===== config.mk =====
export PLATFORM = sky130hd
export DESIGN_NAME = flash_row_prog_ctrl
export DESIGN_NICKNAME = d
export VERILOG_FILES = /design/src/rtl/flash_row_prog_ctrl.sv
export SDC_FILE = /design/constraint.sdc
export NUM_CORES = 2
export LEC_CHECK = 0
export BUFFER_PORTS_ARGS = -buffer_cell sky130_fd_sc_hd__clkbuf_2
export CAP_MARGIN = 0
export CORE_MARGIN = 1.5
export CORE_UTILIZATION = 40
export CTS_BUF_LIST = sky130_fd_sc_hd__clkbuf_8
export CTS_CLUSTER_DIAMETER = 30
export DETAILED_ROUTE_END_ITERATION = 8
export PLACE_DENSITY = 0.64
export SETUP_SLACK_MARGIN = 0.5
export SKIP_LAST_GASP = 1
export SLEW_MARGIN = 10
export SYNTH_ARGS = -nofsm -noshare
export SYNTH_HDL_FRONTEND = slang
export SYNTH_SLANG_ARGS = --single-unit

===== constraint.sdc =====
create_clock -name clk -period 4.72 [get_ports clk]
set_input_delay 0.472 -clock clk [delete_from_list [all_inputs] [get_ports clk]]
set_output_delay 0.472 -clock clk [all_outputs]
set_load 0.05 [all_outputs]

===== src/rtl/flash_row_prog_ctrl.sv =====
module flash_row_prog_ctrl #(
  parameter int ADDR_W = 24,
  parameter int N1     = 6,
  parameter int N2     = 994
) (
  input  logic              clk,
  input  logic              rst_n,
  input  logic              ld_start,
  input  logic [ADDR_W-1:0] ld_addr,
  input  logic              ld_valid,
  input  logic [7:0]        ld_byte,
  input  logic              go,
  output logic              wr_valid,
  output logic [ADDR_W-1:0] wr_addr,
  output logic [7:0]        wr_byte,
  output logic              pls_req,
  output logic [1:0]        pls_sel,
  input  logic              pls_ack,
  output logic              vf_rd,
  output logic [ADDR_W-1:0] vf_addr,
  input  logic [15:0]       vf_rdata,
  input  logic              vf_rvalid,
  output logic              done,
  output logic              fail
);

  localparam int ROW_BYTES = 128;
  localparam int WORDS     = ROW_BYTES / 2;
  localparam int BW        = $clog2(ROW_BYTES);
  localparam int WW        = $clog2(WORDS);
  localparam int PASS_MAX  = N1 + N2;
  localparam int PW        = $clog2(PASS_MAX + 1);
  localparam logic [PW-1:0] SHORT_LAST = PW'(N1);
  localparam logic [PW-1:0] LAST_PASS  = PW'(PASS_MAX);
  localparam logic [PW-1:0] FIRST_PASS = PW'(1);
  localparam logic [WW-1:0] LAST_WORD  = WW'(WORDS - 1);
  localparam logic [BW-1:0] LAST_BYTE  = BW'(ROW_BYTES - 1);
  localparam logic [1:0] SEL_NORM = 2'd0;
  localparam logic [1:0] SEL_ADD  = 2'd1;
  localparam logic [1:0] SEL_LONG = 2'd2;

  typedef enum logic [2:0] {
    S_IDLE, S_WRITE, S_PULSE, S_WAIT, S_VREAD, S_VWAIT, S_DONE
  } st_t;

  st_t               st;
  logic [ADDR_W-1:0] base;
  logic [BW:0]       lcnt;
  logic [BW-1:0]     idx;
  logic [WW-1:0]     widx;
  logic [PW-1:0]     pass;
  logic              addl, mism, done_q, fail_q;

  logic [15:0] dbuf [WORDS];
  logic [15:0] xbuf [WORDS];
  logic [15:0] abuf [WORDS];

  wire short_ph  = pass <= SHORT_LAST;
  wire can_load  = (st == S_IDLE) || (st == S_DONE);
  wire take_byte = (st == S_IDLE) && !ld_start && ld_valid && !lcnt[BW];
  wire launch    = (st == S_IDLE) && !ld_start && !ld_valid && go;
  wire aligned   = base[BW-1:0] == '0;

  wire [15:0] dw    = dbuf[widx];
  wire [15:0] xw    = xbuf[widx];
  wire [15:0] src_w = addl ? abuf[idx[BW-1:1]] : xbuf[idx[BW-1:1]];

  wire word_hit  = (st == S_VWAIT) && vf_rvalid;
  wire last_word = widx == LAST_WORD;
  wire mism_nx   = mism | (vf_rdata != dw);
  wire end_add   = (st == S_WAIT) && pls_ack && addl;
  wire end_long  = word_hit && last_word && !short_ph;
  wire pass_end  = end_add || end_long;
  wire pass_bad  = end_add ? mism : mism_nx;

  assign wr_valid = st == S_WRITE;
  assign wr_addr  = {base[ADDR_W-1:BW], idx};
  assign wr_byte  = idx[0] ? src_w[7:0] : src_w[15:8];
  assign pls_req  = st == S_PULSE;
  assign pls_sel  = addl ? SEL_ADD : (short_ph ? SEL_NORM : SEL_LONG);
  assign vf_rd    = st == S_VREAD;
  assign vf_addr  = {base[ADDR_W-1:BW], widx, 1'b0};
  assign done     = done_q;
  assign fail     = fail_q;

  always_ff @(posedge clk) begin
    if (can_load && ld_start) begin
      for (int w = 0; w < WORDS; w++) dbuf[w] <= 16'hFFFF;
    end else if (take_byte) begin
      if (lcnt[0]) dbuf[lcnt[BW-1:1]][7:0]  <= ld_byte;
      else         dbuf[lcnt[BW-1:1]][15:8] <= ld_byte;
    end
    if (launch && aligned) begin
      for (int w = 0; w < WORDS; w++) xbuf[w] <= dbuf[w];
    end
    if (word_hit) begin
      xbuf[widx] <= dw | ~vf_rdata;
      if (short_ph) abuf[widx] <= xw | vf_rdata;
    end
  end

  always_ff @(posedge clk or negedge rst_n) begin
    if (!rst_n) begin
      st     <= S_IDLE;
      base   <= '0;
      lcnt   <= '0;
      idx    <= '0;
      widx   <= '0;
      pass   <= '0;
      addl   <= 1'b0;
      mism   <= 1'b0;
      done_q <= 1'b0;
      fail_q <= 1'b0;
    end else begin
      if (can_load && ld_start) begin
        st     <= S_IDLE;
        base   <= ld_addr;
        lcnt   <= '0;
        done_q <= 1'b0;
        fail_q <= 1'b0;
      end else begin
        unique case (st)
          S_IDLE: begin
            if (take_byte) lcnt <= lcnt + 1'b1;
            else if (launch) begin
              if (!aligned) begin
                done_q <= 1'b1;
                fail_q <= 1'b1;
                st     <= S_DONE;
              end else begin
                pass <= FIRST_PASS;
                addl <= 1'b0;
                idx  <= '0;
                st   <= S_WRITE;
              end
            end
          end
          S_WRITE: begin
            idx <= idx + 1'b1;
            if (idx == LAST_BYTE) st <= S_PULSE;
          end
          S_PULSE: st <= S_WAIT;
          S_WAIT: begin
            if (pls_ack && !addl) begin
              widx <= '0;
              mism <= 1'b0;
              st   <= S_VREAD;
            end
          end
          S_VREAD: st <= S_VWAIT;
          S_VWAIT: begin
            if (vf_rvalid) begin
              mism <= mism_nx;
              if (!last_word) begin
                widx <= widx + 1'b1;
                st   <= S_VREAD;
              end else if (short_ph) begin
                addl <= 1'b1;
                idx  <= '0;
                st   <= S_WRITE;
              end
            end
          end
          default: ;
        endcase
        if (pass_end) begin
          if (!pass_bad) begin
            done_q <= 1'b1;
            st     <= S_DONE;
          end else if (pass >= LAST_PASS) begin
            done_q <= 1'b1;
            fail_q <= 1'b1;
            st     <= S_DONE;
          end else begin
            pass <= pass + 1'b1;
            addl <= 1'b0;
            idx  <= '0;
            st   <= S_WRITE;
          end
        end
      end
    end
  end

  p_req_single_r12: assert property (@(posedge clk) disable iff (!rst_n)
    pls_req |=> !pls_req);

  p_sel_legal_r6: assert property (@(posedge clk) disable iff (!rst_n)
    pls_req |-> pls_sel != 2'd3);

  p_one_port_busy_r7: assert property (@(posedge clk) disable iff (!rst_n)
    $onehot0({wr_valid, pls_req, vf_rd}));

  p_fail_has_done_r9: assert property (@(posedge clk) disable iff (!rst_n)
    fail |-> done);

  p_quiet_when_done_r9: assert property (@(posedge clk) disable iff (!rst_n)
    done |-> !wr_valid && !pls_req && !vf_rd);

  p_flags_hold_r10: assert property (@(posedge clk) disable iff (!rst_n)
    done && !ld_start |=> done && $stable(fail));

  p_ack_then_no_req_r12: assert property (@(posedge clk) disable iff (!rst_n)
    pls_req |=> !wr_valid && !vf_rd);

endmodule


==> impl_metrics.prom <==
# TYPE chip_impl_metric gauge
chip_impl_info{name="outcome",value="finished with violations"} 1
chip_impl_metric{name="design.die.area",unit="um2"} 366000
chip_impl_metric{name="gr-usage-all-layers",unit=""} 0.365
chip_impl_metric{name="initialDrtViolationCount",unit=""} 19900
chip_impl_metric{name="cellPowerDensity",unit="nW/um2"} 619
chip_impl_metric{name="flop_and_latch_count_out_of_synthesis",unit=""} 3134
chip_impl_metric{name="ys_types",unit=""} 85
chip_impl_metric{name="slew_headroom",unit=""} 0.0928
chip_impl_metric{name="final.period_utilization",unit=""} 1.13
chip_impl_metric{name="num-fill-cells",unit=""} 30900
chip_impl_metric{name="finish.net_count",unit=""} 11800
chip_impl_metric{name="fp.dieW",unit="um"} 605
chip_impl_metric{name="worst_clock_skew",unit="ps"} 113
chip_impl_metric{name="fmax",unit="MHz"} 188
chip_impl_info{name="ctsRootBufferMaster",value="clkbuf_8"} 1
chip_impl_info{name="cell_types_occupying_the_most_area_after_synthesis",value="edfxtp_1, mux4_2, a22oi_1, o21ai_0, nand2_1"} 1
chip_impl_metric{name="syn-num-nets",unit=""} 10800
chip_impl_metric{name="setup_viol",unit=""} 31
chip_impl_metric{name="core-area",unit="um2"} 360000
chip_impl_metric{name="drt.antenna.violating_nets",unit=""} 0
chip_impl_info{name="hold_path_class",value="in2reg"} 1
chip_impl_metric{name="hpwl",unit="um"} 474000
chip_impl_metric{name="place_congestion",unit=""} 1.07
chip_impl_metric{name="h-tree-depth",unit=""} 6
chip_impl_info{name="critPathKind",value="reg2out"} 1
chip_impl_metric{name="floorplan.rows",unit=""} 220
chip_impl_metric{name="layout-area-overhead-vs-synth",unit="%"} 22.3
chip_impl_metric{name="number_of_global_route_vias_before_repair",unit=""} 106000
chip_impl_metric{name="sequential_cell_area",unit="um2"} 93800
chip_impl_metric{name="die_h",unit="um"} 605
chip_impl_metric{name="global_route.overflow_total",unit=""} 0
chip_impl_metric{name="number_of_instances_on_the_worst_hold_path",unit=""} 2
chip_impl_metric{name="cts.reportedPaths.clkPinSlew",unit="ps"} 60
chip_impl_metric{name="leakage_component_of_the_power",unit="nW"} 60.3
chip_impl_metric{name="grt_first_pass_wirelength",unit="um"} 915000
chip_impl_metric{name="avgSynthCellArea",unit="um2"} 13.5
chip_impl_info{name="failing_checks",value="negative setup slack"} 1
chip_impl_metric{name="synth_top_cell_area_share",unit=""} 0.637
chip_impl_metric{name="vdd_ir_drop_max",unit="uV"} 386
chip_impl_metric{name="num_io_pins",unit=""} 118
chip_impl_metric{name="portBuffers",unit=""} 116
chip_impl_metric{name="via_count_of_the_routed_design",unit=""} 114000
chip_impl_metric{name="fraction_of_layout_instances_using_a_drive_strength_above_1",unit=""} 0.298
chip_impl_metric{name="antenna_found_initial",unit=""} 58
chip_impl_metric{name="async_flop_share",unit=""} 0.0198
chip_impl_metric{name="yosysWarnings",unit=""} 0
chip_impl_info{name="worstSetupStartpointType",value="flop"} 1
chip_impl_metric{name="route.detailed.drc",unit=""} 0
chip_impl_metric{name="max_cap_violations",unit=""} 0
chip_impl_metric{name="critical_path.max_fanout",unit=""} 18
chip_impl_metric{name="least_margin_pin_slew",unit="ps"} 1340
chip_impl_metric{name="synth_area",unit="um2"} 145000
chip_impl_info{name="synth_flop_cell",value="edfxtp_1"} 1
chip_impl_metric{name="synth_cells",unit=""} 10700
chip_impl_metric{name="required",unit="ps"} 4250
chip_impl_metric{name="setup_ws",unit="ps"} -597
chip_impl_info{name="grt_setup_unrepaired",value="true"} 1
chip_impl_metric{name="clkSinkCount",unit=""} 3134
chip_impl_metric{name="finalCriticalPeriod",unit="ps"} 5320
chip_impl_metric{name="synth_enable_flop_cells",unit=""} 3072
chip_impl_metric{name="wl_per_cell",unit="um"} 40.4
chip_impl_metric{name="portion_of_the_post_synthesis_area_used_by_sequential_elements",unit=""} 0.648
chip_impl_metric{name="start_util",unit=""} 0.403
chip_impl_metric{name="clock_latency",unit="ps"} 1310
chip_impl_info{name="synthDominantAreaCellType",value="edfxtp_1"} 1
chip_impl_metric{name="multiInputGateArea",unit="um2"} 47700
chip_impl_metric{name="worst_hold_slack",unit="ps"} 61.1
chip_impl_metric{name="reg2reg_depth",unit=""} 17
chip_impl_metric{name="ff2ff_setup_slack",unit="ps"} -270
chip_impl_metric{name="clockBufferDepth",unit=""} 4
chip_impl_info{name="crit_path_end_kind",value="primary output"} 1
chip_impl_metric{name="dr.pass1.iters",unit=""} 9
chip_impl_metric{name="postRouteWirelength",unit="um"} 693000
chip_impl_metric{name="vias_per_cell",unit=""} 6.64
chip_impl_metric{name="drv_slew",unit=""} 0
chip_impl_metric{name="grt_start_max_net_pins",unit=""} 129
chip_impl_metric{name="critPathArrivalTime",unit="ps"} 4840
chip_impl_metric{name="finalHoldViolCount",unit=""} 0
chip_impl_info{name="cts_tree",value="yes"} 1
chip_impl_metric{name="cts_bufs_inserted",unit=""} 689
chip_impl_metric{name="detailedPlace.worstSlack",unit="ps"} -949
## what timing repair did
item                       CTS  global route
gates cloned                20            19
pin swaps                   56            59
hold endpoints to repair   128             0
hold buffers                60             0
resized for setup          255           205
buffers inserted           100            62
setup endpoints to repair  326           384
## final timing paths
check,start,to
worst max-delay path,idx[3]$_DFFE_PN0N_,wr_byte[3]
worst min-delay path,ld_byte[7],dbuf[51][7]$_SDFFCE_PN1P_
worst max register to register,widx[1]$_DFFE_PN0P_,st[0]$_DFFE_PN0P_
worst min register to register,base[0]$_DFFE_PN0P_,base[0]$_DFFE_PN0P_
max in group asynchronous,rst_n,pass[6]$_DFFE_PN0N_
min in group asynchronous,rst_n,lcnt[7]$_DFFE_PN0P_
## cell families (layout without fill, tap and decap cells)
logic type / count (synthesis) / in the layout / share of synthesized area
simple gates: 3059 / 3059 / 0.103
compound gates: 2713 / 2714 / 0.121
other cells: 1 / 36 / 0.0000259
fa+ha+maj: 21 / 21 / 0.00181
mux: 665 / 665 / 0.0898
xor+xnor: 8 / 8 / 0.000484
buf+inv: 1098 / 2714 / 0.0368
flops: 3134 / 3134 / 0.648
## cells in the mapped netlist, drive strengths merged, types with 37 or more instances
library cell  number
nand3             41
or3              523
a22oi            881
or2              517
a41oi             81
nand4            116
a22o              89
nand2           1518
o221ai            38
a21oi            134
nor3              39
a31oi             78
buf              383
o21ai           1160
dfrtp             62
a221oi           101
a211oi            41
edfxtp          3072
mux4             483
o22ai             37
mux2i            166
nor2             167
clkbuf           699
## layout by cell type (no fill, tap or decap), types with 51 or more instances in the layout
cell type / instances
a22oi_1: 858
or2_2: 468
dlygate4sd3_1: 59
a22o_1: 89
nor2_1: 81
clkinv_1: 119
mux4_2: 410
buf_12: 152
dfrtp_1: 51
inv_1: 120
clkinvlp_4: 69
a41oi_1: 66
a21oi_1: 109
buf_4: 978
edfxtp_1: 3072
a31oi_1: 62
nand2_1: 1504
nand4_1: 116
o21ai_0: 1128
a221oi_1: 80
clkbuf_2: 99
clkinv_2: 102
bufinv_16: 101
mux4_1: 71
clkbuf_8: 694
mux2i_1: 156
or3_1: 521
nor2_2: 78
buf_6: 63
## through the flow
stage / std cells / setup TNS [ps] / util / total power, W / cell area (um2)
finish: 17100 / -7510 / 0.493 / 0.110 / 177000
global route: 17100 / -4020 / 0.492 / 0.111 / 177000
CTS: 17000 / -4140 / 0.487 / 0.106 / 175000
detailed placement: 15600 / -18920 / 0.435 / 0.0711 / 156000
global placement: 15600 / -20750 / 0.435 / 0.0708 / 156000
floorplan: 10700 / 0 / - / 0.0531 / 145000
## layout make-up
class / instances / share of cell area
Clock inverter: 583 / 0.0336
Timing Repair Buffer: 1423 / 0.0794
Multi-Input combinational cell: 6468 / 0.269
Sequential cell: 3134 / 0.529
Clock buffer: 694 / 0.0539
Tap cell: 4773 / 0.0337
Inverter: 14 / 0.000374
Antenna cell: 35 / 0.000494
## power by group
part           switching [W]  internal, W  total (W)
registers            0.00246       0.0351     0.0375
logic                 0.0258       0.0127     0.0385
clock network         0.0140       0.0197     0.0337
## state kept, by name (all words and copies together) (netlist names)
register / flops
abuf: 1024
addl: 1
base: 24
dbuf: 1024
done: 1
fail: 1
idx: 7
lcnt: 8
mism: 1
pass: 10
st: 3
widx: 6
xbuf: 1024
## routing by layer
layer | up-vias | GRT usage | wire [um]
met5 | - | 0.00118 | 303
met4 | 40 | 0.254 | 58100
met3 | 2244 | 0.133 | 100000
met2 | 10300 | 0.530 | 293000
met1 | 57000 | 0.453 | 241000
li1 | 44100 | - | -
## worst max-delay path: stages, from the launching register on
cell and delay [ps]:
dfrtp_4 610, inv_4 330, nor2_2 700, buf_4 240, a22oi_1 90, a21oi_1 310, buf_4 270, a2111oi_4 70
buf_4 200, nor4_1 340, buf_4 210, buf_12 130
Power figures use the tool's default switching activity.
